`src/rtl/hwb_pkg.sv`:
```
package hwb_pkg;
    typedef enum logic [2:0] {
        K_MODE,
        K_AHI,
        K_ALO,
        K_BANK,
        K_EXT
    } kind_e;

    localparam int MB_RST   = 7;
    localparam int MB_NOPNG = 4;
    localparam int MB_AINC  = 1;
    localparam int MB_IND   = 0;

    // bits a plain mode write may set (reset bit handled separately)
    localparam logic [7:0] MODE_WMASK = 8'h13;
    localparam logic [1:0] OFS_MODE = 2'd0;
    localparam logic [1:0] OFS_AHI  = 2'd1;
    localparam logic [1:0] OFS_ALO  = 2'd2;
    localparam logic [1:0] OFS_PORT = 2'd3;
endpackage

```
`src/rtl/hwb_decode.sv`:
```
module hwb_decode
    import hwb_pkg::*;
#(
    parameter int ADDR_W     = 15,
    parameter int BANK_BYTES = 64
) (
    input  logic              indirect,
    input  logic [ADDR_W-1:0] host_addr,
    input  logic [ADDR_W-1:0] iaddr,
    output kind_e             kind,
    output logic [ADDR_W-1:0] tgt,
    output logic              is_port
);
    localparam logic [ADDR_W-1:0] BANK_TOP = ADDR_W'(BANK_BYTES);

    function automatic kind_e classify(input logic [ADDR_W-1:0] a);
        if (a == '0)
            return K_MODE;
        else if (a < BANK_TOP)
            return K_BANK;
        else
            return K_EXT;
    endfunction

    always_comb begin
        tgt     = host_addr;
        is_port = 1'b0;
        kind    = classify(host_addr);
        if (indirect) begin
            unique case (host_addr[1:0])
                OFS_MODE: begin tgt = '0; kind = K_MODE; end
                OFS_AHI:  kind = K_AHI;
                OFS_ALO:  kind = K_ALO;
                default: begin
                    tgt     = iaddr;
                    is_port = 1'b1;
                    kind    = classify(iaddr);
                end
            endcase
        end
    end
endmodule

```
`src/rtl/hwb_regbank.sv`:
```
module hwb_regbank #(
    parameter int          DEPTH     = 64,
    parameter int          RETRY_IDX = 23,
    parameter logic [15:0] RETRY_VAL = 16'h07D0
) (
    input  logic                     clk,
    input  logic                     rst_n,
    input  logic                     clr,
    input  logic                     we,
    input  logic [$clog2(DEPTH)-1:0] idx,
    input  logic [7:0]               wdata,
    output logic [7:0]               rdata
);
    logic [7:0] regs_d [DEPTH];
    logic [7:0] regs_q [DEPTH];

    // big-endian: high byte at the lower index
    function automatic logic [7:0] dflt(input int i);
        if (i == RETRY_IDX)
            return RETRY_VAL[15:8];
        else if (i == RETRY_IDX + 1)
            return RETRY_VAL[7:0];
        else
            return 8'h00;
    endfunction

    always_comb begin
        for (int i = 0; i < DEPTH; i++) begin
            if (clr)
                regs_d[i] = dflt(i);
            else if (we && idx == $clog2(DEPTH)'(i))
                regs_d[i] = wdata;
            else
                regs_d[i] = regs_q[i];
        end
    end

    always_ff @(posedge clk or negedge rst_n) begin
        if (!rst_n) begin
            for (int i = 0; i < DEPTH; i++) regs_q[i] <= dflt(i);
        end else begin
            for (int i = 0; i < DEPTH; i++) regs_q[i] <= regs_d[i];
        end
    end

    assign rdata = regs_q[idx];
endmodule

```
`src/rtl/hostwin_bridge.sv`:
```
module hostwin_bridge
    import hwb_pkg::*;
#(
    parameter int          ADDR_W     = 15,
    parameter int          BANK_BYTES = 64,
    parameter int          RETRY_ADDR = 23,
    parameter logic [15:0] RETRY_VAL  = 16'h07D0,
    parameter int          RST_CYCLES = 4
) (
    input  logic              clk,
    input  logic              rst_n,
    input  logic              host_cs,
    input  logic              host_we,
    input  logic [ADDR_W-1:0] host_addr,
    input  logic [7:0]        host_wdata,
    output logic [7:0]        host_rdata,
    output logic              ext_re,
    output logic              ext_we,
    output logic [ADDR_W-1:0] ext_addr,
    output logic [7:0]        ext_wdata,
    input  logic [7:0]        ext_rdata,
    output logic              ping_block,
    output logic              core_rst
);
    localparam int HI_W   = ADDR_W - 8;
    localparam int CNT_W  = $clog2(RST_CYCLES + 1);
    localparam int BANK_W = $clog2(BANK_BYTES);

    typedef struct packed {
        logic [7:0]        mode;
        logic [ADDR_W-1:0] iaddr;
        logic [CNT_W-1:0]  rst_cnt;
        logic [7:0]        rd_byte;
        logic              rd_ext;
    } state_t;

    state_t st_d, st_q;

    kind_e             kind;
    logic [ADDR_W-1:0] tgt;
    logic              is_port;
    logic [7:0]        bank_rdata;
    logic              bank_we;
    logic              bank_clr;
    logic              busy;

    hwb_decode #(
        .ADDR_W     (ADDR_W),
        .BANK_BYTES (BANK_BYTES)
    ) u_dec (
        .indirect  (st_q.mode[MB_IND]),
        .host_addr (host_addr),
        .iaddr     (st_q.iaddr),
        .kind      (kind),
        .tgt       (tgt),
        .is_port   (is_port)
    );

    hwb_regbank #(
        .DEPTH     (BANK_BYTES),
        .RETRY_IDX (RETRY_ADDR),
        .RETRY_VAL (RETRY_VAL)
    ) u_bank (
        .clk   (clk),
        .rst_n (rst_n),
        .clr   (bank_clr),
        .we    (bank_we),
        .idx   (tgt[BANK_W-1:0]),
        .wdata (host_wdata),
        .rdata (bank_rdata)
    );

    assign busy = (st_q.rst_cnt != '0);

    always_comb begin
        st_d     = st_q;
        bank_we  = 1'b0;
        bank_clr = 1'b0;
        ext_re   = 1'b0;
        ext_we   = 1'b0;

        // software reset countdown; bit 7 drops on the last cycle
        if (busy) begin
            st_d.rst_cnt = st_q.rst_cnt - 1'b1;
            if (st_q.rst_cnt == CNT_W'(1))
                st_d.mode[MB_RST] = 1'b0;
        end

        if (host_cs && !host_we) begin
            st_d.rd_ext = (kind == K_EXT);
            ext_re      = (kind == K_EXT);
            unique case (kind)
                K_MODE:  st_d.rd_byte = st_q.mode;
                K_AHI:   st_d.rd_byte = 8'(st_q.iaddr[ADDR_W-1:8]);
                K_ALO:   st_d.rd_byte = st_q.iaddr[7:0];
                K_BANK:  st_d.rd_byte = bank_rdata;
                default: st_d.rd_byte = st_q.rd_byte;
            endcase
            if (is_port && st_q.mode[MB_AINC])
                st_d.iaddr = st_q.iaddr + 1'b1;
        end else if (host_cs && !busy) begin
            if (is_port && st_q.mode[MB_AINC])
                st_d.iaddr = st_q.iaddr + 1'b1;
            unique case (kind)
                K_MODE: begin
                    if (host_wdata[MB_RST]) begin
                        st_d.mode    = 8'h80;
                        st_d.iaddr   = '0;
                        st_d.rst_cnt = CNT_W'(RST_CYCLES);
                        bank_clr     = 1'b1;
                    end else begin
                        st_d.mode = host_wdata & MODE_WMASK;
                    end
                end
                K_AHI:   st_d.iaddr[ADDR_W-1:8] = host_wdata[HI_W-1:0];
                K_ALO:   st_d.iaddr[7:0] = host_wdata;
                K_BANK:  bank_we = 1'b1;
                default: ext_we = 1'b1;
            endcase
        end
    end

    always_ff @(posedge clk or negedge rst_n) begin
        if (!rst_n) begin
            st_q <= '0;
        end else begin
            st_q <= st_d;
        end
    end

    assign host_rdata = st_q.rd_ext ? ext_rdata : st_q.rd_byte;
    assign ext_addr   = tgt;
    assign ext_wdata  = host_wdata;
    assign ping_block = st_q.mode[MB_NOPNG];
    assign core_rst   = busy;
endmodule

```
`config.mk`:
```
export PLATFORM = sky130hd
export DESIGN_NAME = hostwin_bridge
export DESIGN_NICKNAME = d
export VERILOG_FILES = /design/src/rtl/hwb_pkg.sv /design/src/rtl/hwb_decode.sv /design/src/rtl/hwb_regbank.sv /design/src/rtl/hostwin_bridge.sv
export SDC_FILE = /design/constraint.sdc
export NUM_CORES = 1
export LEC_CHECK = 0
export ABC_AREA = 1
export CAP_MARGIN = 20
export CORE_MARGIN = 3
export CORE_UTILIZATION = 49
export DETAILED_ROUTE_END_ITERATION = 6
export PLACE_DENSITY = 0.61
export SLEW_MARGIN = 20
export SYNTH_ARGS = -nofsm -noshare
export SYNTH_HDL_FRONTEND = slang
export SYNTH_SLANG_ARGS = --single-unit
```
`constraint.sdc`:
```
create_clock -name clk -period 3 [get_ports clk]
set_clock_uncertainty 0.05 [all_clocks]
set_input_delay 0.45 -clock clk [delete_from_list [all_inputs] [get_ports clk]]
set_output_delay 0.45 -clock clk [all_outputs]
set_load 0.03 [all_outputs]
```
# Word level (Yosys, flattened, before mapping)
# Index checks and enable logic that the tools add are counted.
# totals
reg_bits	547
latchBits	0
mem_bits_rw	0
mem_bits_ro	0
input_bits	35
out_inout_bits	35
elab_cells	461
memories	0
# op_classes
add_sub_neg	2
multipliers	0
div	0
magnitude_cmp	3
n_eq_ne	70
shift	0
mux	168
bitwise_logic	2
reduce_logical	146
# op_table
op	count
$mux W8	134
$eq A6 B6 Y1 const B	32
$reduce_bool A2 Y1	65
$eq A6 B5 Y1 const B	16
$logic_and A1 B1 Y1	67
$bmux W8 S6	1
$eq A6 B4 Y1 const B	8
$mux W15	3
$pmux W8 S4	1
$logic_not A15 Y1	2
$lt A15 B7 Y1 const B	2
$pmux W15 S2	1
$mux W26	1
$eq A6 B3 Y1 const B	4
$mux W3	8
$mux W18	1
$pmux W8 S2	1
$add A15 B1 Y15 const B	1
$mux W1	15
$pmux W7 S2	1
$eq A6 B2 Y1 const B	2
$pmux W3 S3	1
$ge A7 B7 Y1 const B	1
$not A6 Y7	1
19 further kinds	22

# Logic depth before layout (Yosys ltp)
# logic_depth
word_depth	12
depth_mapped	21
ltp_nobuf	20

# Cells and area by module
# Synthesis repeated with hierarchy kept, for this count alone.
# unflattened
cells_unflattened	3712
hier_area_um2	27462.6
# by_module_without_submodules
mod	instances	cells_per_inst	area_per_inst_um2	seq_area_each_um2
hwb_regbank	1	3324	24745.0	12819.8
hostwin_bridge	1	296	2238.4	775.7
hwb_decode	1	92	479.2	0.0

# Least setup slack after synthesis
# No wires, ideal clock.
# synth_path
path_kind	input to register
from	input port host_addr[0]
to	register u_bank.regs_q[263] (netlist name)
setup_ns	0.118
arrival_ns	2.454
required_time_ns	2.832
setup_slack_ns	0.378
stages	11
path_buffers	2
path_cell_list	ha_1 > nand2_4 > o21ai_4 > o22ai_2 > nand2_1 > clkinv_1 > buf_4 > buf_2 > nand4_1 > nand3_1 > nand2_1
# synth_via
word_cells_on_any_way	24
classes_between	order compare: 1; eq/ne: 4; mux: 13; reduce/logical: 6
# synth_lines
item	line	text
from (decl)	hostwin_bridge.sv:14	input logic [ADDR_W-1:0] host_addr,
$eq A2 B1 Y1 / $eq A2 B2 Y1 (equally long branches)	-	
$reduce_or A2 Y1 (no line)	-	
$pmux W15 S2 (*)	hwb_decode.sv:30	unique case (host_addr[1:0])
$mux W15 (*)	hwb_decode.sv:29	if (indirect) begin
named net ext_addr[3]	hostwin_bridge.sv:19	output logic [ADDR_W-1:0] ext_addr,
$eq A6 B5 Y1 (*)	hwb_regbank.sv:31	else if (we && idx == $clog2(DEPTH)'(i))
$logic_and A1 B1 Y1 (*)	hwb_regbank.sv:31	
$reduce_bool A2 Y1 (no line) (*)	-	
to (decl)	hwb_regbank.sv:15	logic [7:0] regs_q [DEPTH];
# The timed path passes the listed nets; every way through them passes the cells marked *.
# A chain may end at the register's enable or synchronous reset.

# Worst setup path after layout
# layout_path
from	register st_q[22] (netlist name)
to	output port ext_we
# layout_via
elab_chain_len	10
word_cells_on_any_way	14
classes_between	order compare: 1; eq/ne: 3; mux: 7; reduce/logical: 3
# layout_lines
item	line	text
from (decl)	hostwin_bridge.sv:37	state_t st_d, st_q;
from (signal assigned)	hostwin_bridge.sv:127	st_q <= st_d;
$lt A15 B7 Y1	hwb_decode.sv:19	else if (a < BANK_TOP)
$mux W3	hwb_decode.sv:19	
$mux W3 (*)	hwb_decode.sv:17	if (a == '0)
$pmux W3 S3 (*)	hwb_decode.sv:30	
$mux W3 (*)	hwb_decode.sv:29	
$eq A3 B1 Y1 (tied with other cells)	hostwin_bridge.sv:104	unique case (kind)
$reduce_or A4 Y1 (no line) (*)	-	
$mux W1 (*)	hostwin_bridge.sv:104	
$mux W1 (*)	hostwin_bridge.sv:101	end else if (host_cs && !busy) begin
$mux W1 (*)	hostwin_bridge.sv:89	if (host_cs && !host_we) begin
to (decl)	hostwin_bridge.sv:18	output logic ext_we,
# Every way passes the cells marked *; elsewhere a longest branch is shown, timed or not.

==> impl_results.md <==
- Status: completed
- Routed wire length: 107,300 um
- DIE WIDTH: 258.7 um
- Syn Inst Count: 4,305
- Rel. slew slack: 21.59%
- Yosys cell types: 39
- Startpoint types: register
- Avg Vias per Cell: 5.459
- #FFs+latches synth: 543
- Largest net degree at the start of global routing: 108
- Setup violators final: 0
- Vias in the first global route: 28,852
- Site Rows: 92
- Unrepaired setup endpoints after global routing: true
- Num CTS Buffers: 60
- Core ar.: 63,080 um^2
- Overall Global Routing Usage: 32.06%
- Sink Count: 543
- Max-Cap Viols: 0
- H-tree levels: 2
- Cell area after synthesis: 31,300 um^2
- Critical path required time: 2.50 ns
- Clk Latency, worst-skew pair: 0.66 ns
- Finished Core Util: 59.44%
- DRC viols: 0
- First-pass GRT wire length: 169,400 um
- Sequential share of the synthesized area: 43.44%
- Vias: 29,709
- FMAX: 343.4 MHz
- Die footprint: 66,950 um^2
- Hold slack: 0.1595 ns
- Clock buffer depth: 3
- Static leakage: 20.24 nW
- Pwr dens: 486.7 nW/um^2
- Initial DRC count: 3,273
- Critical path class: register to output port
- Routability Congestion: 0.9169
- Peak VDD IR: 0.4808 mV
- Layout cells sized above 1: 14.82%
- Fin crit share: 97.06%
- Area Growth Syn to Fin: 19.78%
- Wire per inst: 19.71 um
- FFs w/ async S/R, synth: 100.0%
- Overflow after GRT: 0
- DP Wirelength: 72,570 um
- Syn_nets: 4,351
- Crit. End Element: output port
- Antenna diodes: 0
- I/O Pins: 70
- Arr. time, crit path: 2.41 ns
- Nets@finish: 4,591
- Clock root cell: clkbuf_16
- Top_reg_cell synth: dfrtp_1
- Worst slew pin tran: 1.176 ns
- Hold Fails Final Rpt: 0
- Hold WC Path Type: primary input to register
- Initial antenna violation count: 1
- Final antenna-violating net count: 0
- Yosys warnings: 0
- Clock slew seen by the registers of the worst setup and hold paths: 0.06 ns
- CTS tree: built
- Chip height: 258.7 um
- Drt first pass iters: 6
- Max-slew violations: 0
- Avg Inst Size Synth: 7.271 um^2
- Crit path max fanout: 6
- Post-layout min period: 2.912 ns
- Input/output buffers: 69
- Post-synth EDFFs: 0
- Initial core utilization: 49.62%
==> kinds of logic (layout without fill, tap and decap cells) <==
group,Yosys count,after routing,share of synthesized area (%)
mux,8,8,0.2878
simple gates,2966,2966,42.54
xor+xnor,13,13,0.3638
buf+inv,526,817,8.874
flops,543,543,43.44
fa+ha+maj,11,11,0.4397
compound gates,238,238,4.061
==> cells in the mapped netlist (2+ instances only) <==
| master | count | area share, % |
|---|---|---|
| buf_4 | 21 | 0.50 |
| o22ai_2 | 3 | 0.12 |
| dfrtp_1 | 537 | 43 |
| nand3_1 | 630 | 10 |
| mux2_2 | 8 | 0.29 |
| o21ai_0 | 191 | 3.1 |
| clkinv_1 | 2 | 0.024 |
| buf_2 | 69 | 1.1 |
| inv_2 | 21 | 0.25 |
| nand3b_1 | 49 | 1.2 |
| nor2_2 | 9 | 0.18 |
| nand4_1 | 42 | 0.84 |
| dfstp_2 | 6 | 0.50 |
| nor2_4 | 63 | 2.3 |
| a21oi_1 | 24 | 0.38 |
| clkbuf_1 | 83 | 1.0 |
| nand3_4 | 13 | 0.73 |
| nand4_2 | 38 | 1.5 |
| inv_1 | 237 | 2.8 |
| nor3_1 | 10 | 0.16 |
| xor2_1 | 13 | 0.36 |
| o22ai_1 | 13 | 0.26 |
| nand2_1 | 1878 | 23 |
| o211ai_1 | 3 | 0.072 |
| nand3_2 | 3 | 0.096 |
| nand2_2 | 2 | 0.040 |
| buf_6 | 85 | 3.1 |
| buf_1 | 8 | 0.096 |
| ha_1 | 11 | 0.44 |
| nor2_1 | 224 | 2.7 |
==> metal layers <==
layer  GRT usage [%]  vias to the layer above  wire length (um)
met5               0                        -                 9
met4           11.18                        2              3844
met3           5.023                      215              8134
met2           50.21                     1175             48230
met1           45.36                    14142             47060
li1                -                    14175                 -
==> power by group <==
| group | total (mW) | switching [mW] | internal, mW |
|---|---|---|---|
| registers | 7.59 | 0.135 | 7.46 |
| clock network | 8.12 | 3.31 | 4.81 |
| logic | 2.54 | 1.67 | 0.870 |
==> registers in the layout, summed over array words and instances, names as in the netlist <==
name and count:
ping_block 1, st_q 30, u_bank.regs_q 512
==> cell type report <==
cell class	count	area, um^2
clock inverters	34	471.7
fillers	5958	25590
multi-input cells	3236	15050
inverters	260	979.7
well taps	846	1059
clock buffers	79	1674
repair buffers	444	4661
flip-flops and latches	543	13600
==> worst paths after layout <==
kind / start / to / slack (ns) / depth (start not counted)
max: st_q[22] / ext_we / 0.09 / 10
min: host_wdata[7] / st_q[28] / 0.16 / 4
max reg2reg: st_q[27] / st_q[2] / 0.16 / 20
min reg2reg: u_bank.regs_q[320] / u_bank.regs_q[320] / 0.44 / 2
max in group asynchronous: rst_n / u_bank.regs_q[72] / 1.67 / 3
min in group asynchronous: rst_n / u_bank.regs_q[248] / 0.29 / 2
==> timing repair <==
| item | in CTS | in global routing |
|---|---|---|
| buffers inserted | 0 | 2 |
| pin swaps | 0 | 1 |
| endpoints found under the setup margin | 12 | 6 |
| gates resized for setup | 19 | 11 |
| endpoints found under the hold margin | 41 | 0 |
| hold buffers | 1 | 0 |
==> metrics by stage <==
stage	area [um^2]	setup WS [ns]	TNS [ns]	std cells	power [mW]
final	37490	0.08813	0	5442	18.25
after global placement	35280	-0.6471	-161.09	5326	10.16
after CTS	37450	-0.02500	-0.02500	5440	18.29
after floorplan	31300	0.3779	0	4305	9.003
after global routing	37490	-0.006326	-0.006326	5442	18.88
after detailed placement	35280	-0.6660	-186.38	5326	10.17
==> worst max-delay path, cell delays in order, from the launching register on <==
cell	delay (ns)
dfrtp_1	0.42
inv_1	0.15
nand4_1	0.14
nor3_2	0.15
nor2_2	0.08
buf_4	0.14
a21oi_4	0.17
buf_4	0.17
buf_4	0.17
nor2_4	0.04
buf_6	0.13
==> layout by cell type, fill, tap and decap left out, types with 61 or more instances in the layout <==
| master | netlist | layout |
|---|---|---|
| inv_1 | 237 | 233 |
| nor2_4 | 63 | 70 |
| buf_12 | 0 | 94 |
| clkbuf_16 | 0 | 61 |
| buf_4 | 21 | 288 |
| nand2_1 | 1878 | 1875 |
| nor2_1 | 224 | 218 |
| nand3_1 | 630 | 629 |
| dfrtp_1 | 537 | 534 |
| o21ai_0 | 191 | 190 |
Power figures use the tool's default switching activity.
